[src/rtl/qdac_pkg.sv]
package qdac_pkg;

  typedef enum logic {
    MODE_EDGE  = 1'b0,
    MODE_FRAME = 1'b1
  } ld_mode_e;

  // Per-cycle commands broadcast from the strobe controller to every channel
  typedef struct packed {
    logic load_code;  // force strap code into both ranks
    logic xfer_all;   // move every waiting channel to its back rank
    logic pass_thru;  // writes go straight to the back rank
  } ch_ctl_t;

endpackage

[src/rtl/qdac_sync2.sv]
module qdac_sync2 #(
  parameter logic RST_VAL = 1'b1
) (
  input  logic clk,
  input  logic rst_n,
  input  logic d,
  output logic q
);

  logic s1_q;
  logic s2_q;

  always_ff @(posedge clk or negedge rst_n) begin
    if (!rst_n) begin
      s1_q <= RST_VAL;
      s2_q <= RST_VAL;
    end else begin
      s1_q <= d;
      s2_q <= s1_q;
    end
  end

  assign q = s2_q;

endmodule

[src/rtl/qdac_strobe_ctl.sv]
module qdac_strobe_ctl
  import qdac_pkg::*;
(
  input  logic    clk,
  input  logic    rst_n,
  input  logic    ld_n,
  input  logic    clr_n,
  input  logic    sync_mode,
  input  logic    wr_valid,
  output ch_ctl_t ctl
);

  logic ld_s;
  logic clr_s;
  logic ld_prev_q, clr_prev_q, por_q;
  logic ld_prev_d, clr_prev_d, por_d;
  logic ld_rise, clr_fall, clr_held;
  ld_mode_e mode;

  qdac_sync2 #(.RST_VAL(1'b1)) u_ld_sync (
    .clk(clk), .rst_n(rst_n), .d(ld_n), .q(ld_s)
  );

  qdac_sync2 #(.RST_VAL(1'b1)) u_clr_sync (
    .clk(clk), .rst_n(rst_n), .d(clr_n), .q(clr_s)
  );

  assign mode = ld_mode_e'(sync_mode);

  always_comb begin
    ld_prev_d  = ld_s;
    clr_prev_d = clr_s;
    por_d      = 1'b0;
    ld_rise    = ld_s & ~ld_prev_q;
    clr_fall   = clr_prev_q & ~clr_s;
    clr_held   = ~clr_s;

    ctl.load_code = por_q | clr_fall;
    ctl.xfer_all  = 1'b0;
    ctl.pass_thru = 1'b0;
    if (!clr_held) begin
      if (mode == MODE_FRAME) begin
        ctl.xfer_all = wr_valid & ~ld_s;
      end else begin
        ctl.xfer_all  = ld_rise;
        ctl.pass_thru = ~ld_s;
      end
    end
  end

  always_ff @(posedge clk or negedge rst_n) begin
    if (!rst_n) begin
      ld_prev_q  <= 1'b1;
      clr_prev_q <= 1'b1;
      por_q      <= 1'b1;
    end else begin
      ld_prev_q  <= ld_prev_d;
      clr_prev_q <= clr_prev_d;
      por_q      <= por_d;
    end
  end

  AST_CLR_BLOCKS_STROBE: assert property (@(posedge clk) disable iff (!rst_n)
    !clr_s |-> !(ctl.xfer_all || ctl.pass_thru));

  AST_FRAME_XFER_NEEDS_WRITE: assert property (@(posedge clk) disable iff (!rst_n)
    (sync_mode && ctl.xfer_all) |-> wr_valid);

  AST_EDGE_XFER_SINGLE: assert property (@(posedge clk) disable iff (!rst_n)
    (!sync_mode && ctl.xfer_all) |=> !(ctl.xfer_all && !sync_mode));

endmodule

[src/rtl/qdac_channel.sv]
module qdac_channel
  import qdac_pkg::*;
#(
  parameter int DATA_W = 16
) (
  input  logic              clk,
  input  logic              rst_n,
  input  ch_ctl_t           ctl,
  input  logic [DATA_W-1:0] code_i,
  input  logic              wr_hit,
  input  logic              wr_update,
  input  logic [DATA_W-1:0] wr_data,
  output logic [DATA_W-1:0] dac_o
);

  logic [DATA_W-1:0] in_q, in_d;
  logic [DATA_W-1:0] dac_q, dac_d;
  logic              pend_q, pend_d;
  logic              direct;

  always_comb begin
    in_d   = wr_hit ? wr_data : in_q;
    dac_d  = dac_q;
    pend_d = pend_q;
    direct = wr_hit & (wr_update | ctl.pass_thru);
    if (ctl.load_code) begin
      in_d   = code_i;
      dac_d  = code_i;
      pend_d = 1'b0;
    end else if (direct) begin
      dac_d  = wr_data;
      pend_d = 1'b0;
    end else if (ctl.xfer_all && (pend_q || wr_hit)) begin
      dac_d  = in_d;
      pend_d = 1'b0;
    end else if (wr_hit) begin
      pend_d = 1'b1;
    end
  end

  always_ff @(posedge clk or negedge rst_n) begin
    if (!rst_n) begin
      in_q   <= '0;
      dac_q  <= '0;
      pend_q <= 1'b0;
    end else begin
      in_q   <= in_d;
      dac_q  <= dac_d;
      pend_q <= pend_d;
    end
  end

  assign dac_o = dac_q;

  AST_CODE_BOTH_RANKS: assert property (@(posedge clk) disable iff (!rst_n)
    ctl.load_code |=> (dac_q == $past(code_i) && in_q == $past(code_i) && !pend_q));

  AST_UPDATE_NOW: assert property (@(posedge clk) disable iff (!rst_n)
    (wr_hit && wr_update && !ctl.load_code) |=> dac_q == $past(wr_data));

  AST_HOLD_WRITE: assert property (@(posedge clk) disable iff (!rst_n)
    (wr_hit && !wr_update && !ctl.load_code && !ctl.xfer_all && !ctl.pass_thru)
      |=> (pend_q && $stable(dac_q)));

  AST_XFER_CLEARS_WAIT: assert property (@(posedge clk) disable iff (!rst_n)
    (ctl.xfer_all && pend_q) |=> !pend_q);

endmodule

[src/rtl/qdac_bank.sv]
module qdac_bank
  import qdac_pkg::*;
#(
  parameter int NUM_CH = 4,
  parameter int DATA_W = 16,
  localparam int CH_W  = $clog2(NUM_CH)
) (
  input  logic                     clk,
  input  logic                     rst_n,
  input  logic                     clr_n,
  input  logic                     strap_mid,
  input  logic                     ld_n,
  input  logic                     sync_mode,
  input  logic                     wr_valid,
  input  logic [CH_W-1:0]          wr_ch,
  input  logic [DATA_W-1:0]        wr_data,
  input  logic                     wr_update,
  input  logic                     pd_we,
  input  logic [NUM_CH-1:0]        pd_mask_in,
  output logic [NUM_CH*DATA_W-1:0] dac_out,
  output logic [NUM_CH-1:0]        pd_out
);

  localparam logic [DATA_W-1:0] MID_CODE = DATA_W'(1) << (DATA_W - 1);

  logic              rs1_q, rs2_q;
  logic              rst_sync_n;
  ch_ctl_t           ctl;
  logic [DATA_W-1:0] code;
  logic [NUM_CH-1:0] pd_q, pd_d;

  // Reset asserts asynchronously, releases on a clock edge
  always_ff @(posedge clk or negedge rst_n) begin
    if (!rst_n) begin
      rs1_q <= 1'b0;
      rs2_q <= 1'b0;
    end else begin
      rs1_q <= 1'b1;
      rs2_q <= rs1_q;
    end
  end
  assign rst_sync_n = rs2_q;

  assign code = strap_mid ? MID_CODE : '0;

  qdac_strobe_ctl u_ctl (
    .clk       (clk),
    .rst_n     (rst_sync_n),
    .ld_n      (ld_n),
    .clr_n     (clr_n),
    .sync_mode (sync_mode),
    .wr_valid  (wr_valid),
    .ctl       (ctl)
  );

  for (genvar k = 0; k < NUM_CH; k++) begin : g_ch
    logic hit;
    assign hit = wr_valid && (wr_ch == CH_W'(k));
    qdac_channel #(.DATA_W(DATA_W)) u_ch (
      .clk       (clk),
      .rst_n     (rst_sync_n),
      .ctl       (ctl),
      .code_i    (code),
      .wr_hit    (hit),
      .wr_update (wr_update),
      .wr_data   (wr_data),
      .dac_o     (dac_out[k*DATA_W +: DATA_W])
    );
  end

  always_comb begin
    pd_d = pd_q;
    if (pd_we) begin
      pd_d = pd_mask_in;
    end
  end

  always_ff @(posedge clk or negedge rst_sync_n) begin
    if (!rst_sync_n) begin
      pd_q <= '0;
    end else begin
      pd_q <= pd_d;
    end
  end

  assign pd_out = pd_q;

  AST_PD_HOLD: assert property (@(posedge clk) disable iff (!rst_sync_n)
    !pd_we |=> $stable(pd_q));

  AST_PD_LOAD: assert property (@(posedge clk) disable iff (!rst_sync_n)
    pd_we |=> pd_q == $past(pd_mask_in));

endmodule

[config.mk]
export PLATFORM = sky130hd
export DESIGN_NAME = qdac_bank
export DESIGN_NICKNAME = d
export VERILOG_FILES = /design/src/rtl/qdac_pkg.sv /design/src/rtl/qdac_sync2.sv /design/src/rtl/qdac_strobe_ctl.sv /design/src/rtl/qdac_channel.sv /design/src/rtl/qdac_bank.sv
export SDC_FILE = /design/constraint.sdc
export NUM_CORES = 1
export LEC_CHECK = 0
export ABC_AREA = 1
export CAP_MARGIN = 20
export CORE_MARGIN = 1.5
export CORE_UTILIZATION = 30
export CTS_BUF_LIST = sky130_fd_sc_hd__clkbuf_2
export DETAILED_ROUTE_END_ITERATION = 10
export DONT_BUFFER_PORTS = 1
export HOLD_SLACK_MARGIN = 0.05
export PLACE_DENSITY = 0.42
export SETUP_SLACK_MARGIN = 0.15
export SYNTH_ARGS = -nofsm -noshare
export SYNTH_HDL_FRONTEND = slang
export SYNTH_SLANG_ARGS = --single-unit
[constraint.sdc]
create_clock -name clk -period 4.75 [get_ports clk]
set_clock_uncertainty 0.1 [all_clocks]
set_input_delay 0.95 -clock clk [delete_from_list [all_inputs] [get_ports clk]]
set_output_delay 0.95 -clock clk [all_outputs]
set_load 0.03 [all_outputs]
# --- Word level (Yosys, flattened, before mapping) ---
# Index checks and enable logic that the tools add are counted.
word_totals:
  regBits: 145
  inputBits: 31
  out_inout_bits: 68
  wordCells: 98
classes:
  eq_ne: 3
  n_mux: 40
  bitwise: 12
  reduce_logical: 21
ops:
  columns: ["operator", "n"]
  rows:
  - ["$mux W16", 21]
  - ["$mux W1", 18]
  - ["$reduce_bool A4 Y1", 4]
  - ["$reduce_bool A3 Y1", 4]
  - ["$logic_and A1 B1 Y1", 8]
  - ["$and A1 B1 Y1", 7]
  - ["$eq A2 B2 Y1 const B", 2]
  - ["$logic_or A1 B1 Y1", 4]
  - ["$not A1 Y1", 3]
  - ["$eq A2 B1 Y1 const B", 1]
  - ["$logic_not A2 Y1", 1]
  - ["$mux W2", 1]
  - ["$or A1 B1 Y1", 2]

# --- Logic depth before layout (Yosys ltp) ---
depth:
  ltp_word: 8
  depth_mapped: 8
  ltp_nobuf: 8

# --- Cells and area by module ---
# Synthesis repeated with hierarchy kept, for this count alone.
unflattened:
  cells_unflattened: 894
  area_unflattened_um2: 7460.9
modules_own_cells:
  columns: ["module", "instances", "cells_per_inst", "area_per_inst_um2", "seq_area_each_um2"]
  rows:
  - ["qdac_channel", 4, 212, 1749.2, 825.8]
  - ["qdac_bank", 1, 29, 236.5, 150.1]
  - ["qdac_strobe_ctl", 1, 13, 122.6, 78.8]
  - ["qdac_sync2", 2, 2, 52.6, 52.6]

# --- Least setup slack after synthesis ---
# Ideal clock, no wire load.
synth_timing:
  kind: "input -> register"
  startpoint: "input port sync_mode"
  endpoint: "register g_ch[3].u_ch.dac_q[10]"
  setup_ns: 0.067
  arrival_ns: 1.911
  required_time_ns: 4.583
  slack_ns: 2.672
  cell_stages: 8
  cell_sequence: "nor2_1 nand2_1 nand2_1 nand2_1 nand3_2 buf_2 nand2_1 nand2_1"
synth_between:
  elab_chain_len: 6
synth_lines:
  columns: ["element", "line", "source"]
  rows:
  - ["from (decl)", "qdac_bank.sv:13", "input logic sync_mode,"]
  - ["$mux W1", "qdac_strobe_ctl.sv:42", "if (mode == MODE_FRAME) begin"]
  - ["$mux W2 (*)", "qdac_strobe_ctl.sv:41", "if (!clr_held) begin"]
  - ["$or A1 B1 Y1", "qdac_channel.sv:25", "direct = wr_hit & (wr_update | ctl.pass_thru);"]
  - ["$and A1 B1 Y1", "qdac_channel.sv:25", null]
  - ["$mux W16", "qdac_channel.sv:30", "end else if (direct) begin"]
  - ["$mux W16", "qdac_channel.sv:26", "if (ctl.load_code) begin"]
  - ["to (signal assigned)", "qdac_channel.sv:44", "dac_q <= '0;"]
  - ["to (signal assigned)", "qdac_channel.sv:48", "dac_q <= dac_d;"]
  - ["to (decl)", "qdac_channel.sv:17", "logic [DATA_W-1:0] dac_q, dac_d;"]
# Every way passes the cells marked *; elsewhere a longest branch is shown, timed or not.
# A chain may end at the register's enable or synchronous reset.

# --- Worst setup path in the final report ---
layout_timing:
  startpoint: "register u_ctl.u_clr_sync.s2_q, in the netlist u_ctl.u_clr_sync.q"
  endpoint: "register g_ch[0].u_ch.dac_q[0]"
layout_between:
  elab_chain_len: 5
layout_lines:
  columns: ["element", "line", "source"]
  rows:
  - ["from (decl)", "qdac_sync2.sv:11", "logic s2_q;"]
  - ["from (signal assigned)", "qdac_sync2.sv:19", "s2_q <= s1_q;"]
  - ["$mux W2", "qdac_strobe_ctl.sv:41", null]
  - ["$or A1 B1 Y1", "qdac_channel.sv:25", null]
  - ["$and A1 B1 Y1", "qdac_channel.sv:25", null]
  - ["$mux W16", "qdac_channel.sv:30", null]
  - ["$mux W16", "qdac_channel.sv:26", null]
  - ["to (signal assigned)", "qdac_channel.sv:44", null]
  - ["to (signal assigned)", "qdac_channel.sv:48", null]
  - ["to (decl)", "qdac_channel.sv:17", null]
# Parallel ways exist; a longest one is shown, timed or not.

==> flow_metrics.tcl <==
set metrics [dict create \
    status "complete, no violations" \
    vias_per_cell 4.696 \
    grt_pass1_vias 4443 \
    antenna_found_initial 1 \
    slew_violations 0 \
    grt_start_max_net_pins 90 \
    stdcell_count 934 \
    synth_top_family_by_area "simple AND/OR/NAND/NOR gates" \
    synth_area_leaders "dfrtp_1 (58%), nand2_1 (12%), nor2_1 (5.8%), nand4_1 (5.4%), o21ai_0 (3.5%)" \
    min_period_ns 2.522 \
    synth_edf_count 0 \
    worstSetupStartpointType "flop" \
    fillers 2078 \
    clock-sinks 145 \
    fin_crit_sh_pct 53.09 \
    cp_top_family "buffers and inverters" \
    initial_core_util_pct 30.55 \
    worstPathCellList "inv_2, a21oi_4, buf_4, nand3_2, nand2_1, nand2_1" \
    worstSetupEndpointType "flop" \
    swShare_pct 30.69 \
    critPathBufInv 2 \
    fin_nets 686 \
    yosysMostFrequentCell "nand2_1" \
    die_y_um 143.6 \
    cts_setup_buffers 0 \
    multi_input_area_um2 1944 \
    regArea_um2 3641 \
    synth.top_cell.area_share_pct 58.26 \
    maxCapViolations 0 \
    core-area_um2 19400 \
    dp_cells 898 \
    cts_buffer_depth 2 \
    leakage_uw 0.003321 \
    dieArea_um2 20610 \
    num_vias 4386 \
    final_area_um2 6425 \
    area_growth_pct 8.402 \
    worst_ir_drop_vdd_v 0.0001370 \
    layout-drive-gt1-share_pct 9.880 \
    die_x_um 143.6 \
    ant_nets 0 \
    ys_async_sr_fraction_pct 100.0 \
    globalplace.congestion 0.7482 \
    numCtsBuffers 17 \
    synth_compound_area_share_pct 5.658 \
    ios 99 \
    arrival_ns 3.05 \
    synth_xor_area_share_pct 0 \
    clk_latency_ns 0.72 \
    wire_per_inst_um 17.55 \
    worst_slew_pin_slew_ns 0.9060 \
    grt_use_total_pct 16.87 \
    slowest_delay_ns 0.73 \
    slew_headroom_pct 39.60 \
    syn-instance-count 661 \
    rsz0062_at_grt "false" \
    clock_tree.root_cell "clkbuf_2" \
    grt_pass1_wl_um 25640 \
    cp_max_fo 89 \
    ys_seq_area_share_pct 61.37 \
    synthAdderAreaFrac_pct 0 \
    synth_area_leader_cell "dfrtp_1" \
    wl_um 16390 \
    synth-simple-area-share_pct 26.26 \
    finalHoldViolations 0 \
    p_total_uw 2293 \
    power.internal_uw 1589 \
    combPwrFrac_pct 8.1 \
    yosysUniqueCellTypes 20 \
    setup_viol 0 \
    clkTransAtPathRegs_ns 0.22 \
    critPathKind "flop to flop" \
    portBuffers 0 \
    htree_levels 4 \
    dr.pass1.iters 4 \
    ys_ff_latch 145 \
    power_frac_seq_pct 61.3 \
    ys.flop_type "dfrtp_1" \
    synthMuxAreaShare_pct 0.7600 \
    cp_slowest_cell "buf_4" \
    power.density_nw_per_um2 356.9 \
    syn_area_per_cell_um2 8.967 \
    syn-num-nets 692 \
    cts_tree "yes" \
    drt_iter0_markers 336 \
    p_clk_share_pct 30.5 \
    hp-class "flop to asynchronous set/reset pin" \
    ys_top_cells_by_count "nand2_1 (184), dfrtp_1 (138), nor2_1 (92)" \
    drc 0 \
    rows 51 \
    cp_common_cell "nand2_1" \
    cp.required_ns 5.28 \
    placed_cell_area_um2 6161 \
    synth_warnings 0 \
    fin_setup_tns_ns 0 \
    fmax_ghz 0.3965 \
    grt_overflow 0 \
    synth_area_um2 5927 \
    p_switching_uw 703.7 \
    detailed_place_hpwl_um 10850 \
]
==> cells by family (layout without fill, tap and decap cells) <==
logic type,after synthesis,after routing
flops,145,145
mux,4,4
other cells,2,3
buf+inv,87,94
compound gates,64,64
simple gates,359,359
==> routing by layer <==
layer / part of all wire, % / wire length (um) / GRT usage [%] / vias to the layer above
li1: - / - / - / 2122
met1: 44 / 7136 / 21.22 / 2143
met2: 47 / 7728 / 26.82 / 108
met3: 8.2 / 1339 / 6.131 / 13
met4: 1.1 / 188 / 5.639 / 0
met5: 0 / 0 / 0 / -
==> state kept, by name (all words and copies together), names as in the netlist <==
| name | cells |
|---|---|
| g_ch.u_ch.pend_q | 4 |
| u_ctl.ld_prev_q | 1 |
| rs2_q | 1 |
| u_ctl.u_ld_sync.s1_q | 1 |
| g_ch.u_ch.dac_o | 64 |
| u_ctl.por_q | 1 |
| u_ctl.clr_prev_q | 1 |
| pd_out | 4 |
| u_ctl.u_ld_sync.q | 1 |
| rs1_q | 1 |
| g_ch.u_ch.in_q | 64 |
| u_ctl.u_clr_sync.q | 1 |
| u_ctl.u_clr_sync.s1_q | 1 |
==> worst paths after layout <==
path	from	endpoint	slack, ns	cells past startpoint
min	rs2_q	g_ch[1].u_ch.dac_o[15]	0.23	0
min in group clk	u_ctl.u_ld_sync.s1_q	u_ctl.u_ld_sync.q	0.27	0
max in group asynchronous	rs2_q	g_ch[0].u_ch.dac_o[13]	3.23	1
min reg2reg	rs2_q	g_ch[1].u_ch.dac_o[15]	0.23	0
max	u_ctl.u_clr_sync.q	g_ch[0].u_ch.dac_o[0]	2.23	6
max reg2reg	u_ctl.u_clr_sync.q	g_ch[0].u_ch.dac_o[0]	2.23	6
==> what timing repair did <==
action | CTS | global route
endpoints found under the hold margin | 4 | 0
hold buffers | 3 | 0
gates resized for setup | 0 | 0
endpoints found under the setup margin | 0 | 0
==> power groups by stage <==
stage                     Combinational [uW]  Sequential (uW)  Clock (uW)
final                                    187             1410         700
after CTS                                191             1410         734
after global routing                     218             1420         776
after detailed placement                 188             1430           0
after global placement                   185             1430           0
after floorplan                          134             1430           0
==> cells in the final DEF (no fill, tap or decap), types with 2 or more instances in the layout <==
| master | synthesis | layout |
|---|---|---|
| buf_4 | 1 | 6 |
| bufinv_16 | 0 | 2 |
| clkbuf_2 | 0 | 18 |
| clkinv_2 | 0 | 4 |
| clkinv_4 | 0 | 3 |
| clkinvlp_4 | 0 | 3 |
| conb_1 | 2 | 2 |
| dfrtp_1 | 138 | 137 |
| dfstp_2 | 7 | 7 |
| dlygate4sd3_1 | 0 | 3 |
| inv_1 | 47 | 47 |
| inv_2 | 6 | 6 |
| mux2_2 | 4 | 4 |
| nand2_1 | 184 | 184 |
| nand3_1 | 23 | 23 |
| nand3_2 | 8 | 8 |
| nand4_1 | 51 | 51 |
| nor2_1 | 92 | 92 |
| o21ai_0 | 42 | 42 |
| o21ai_1 | 19 | 19 |
==> metrics by stage <==
step | utilization, % | hold WS, ns | setup slack, ns
after detailed placement | 31.76 | 0.2450 | 1.756
after global routing | 33.12 | 0.1842 | 2.001
final | 33.12 | 0.2300 | 2.228
after floorplan | - | 0.2312 | 0.3231
after global placement | 31.76 | 0.2391 | 1.801
after CTS | 33.11 | 0.1978 | 2.171
==> final cells by class <==
class	count	area share, %
Clock buffer	18	1.402
Antenna cell	1	0.03895
Inverter	53	3.096
Timing Repair Buffer	9	1.168
Tap cell	265	5.161
Multi-Input combinational cell	429	30.26
Clock inverter	14	2.201
Sequential cell	145	56.67
No activity file was read; power rests on OpenSTA's default activity.
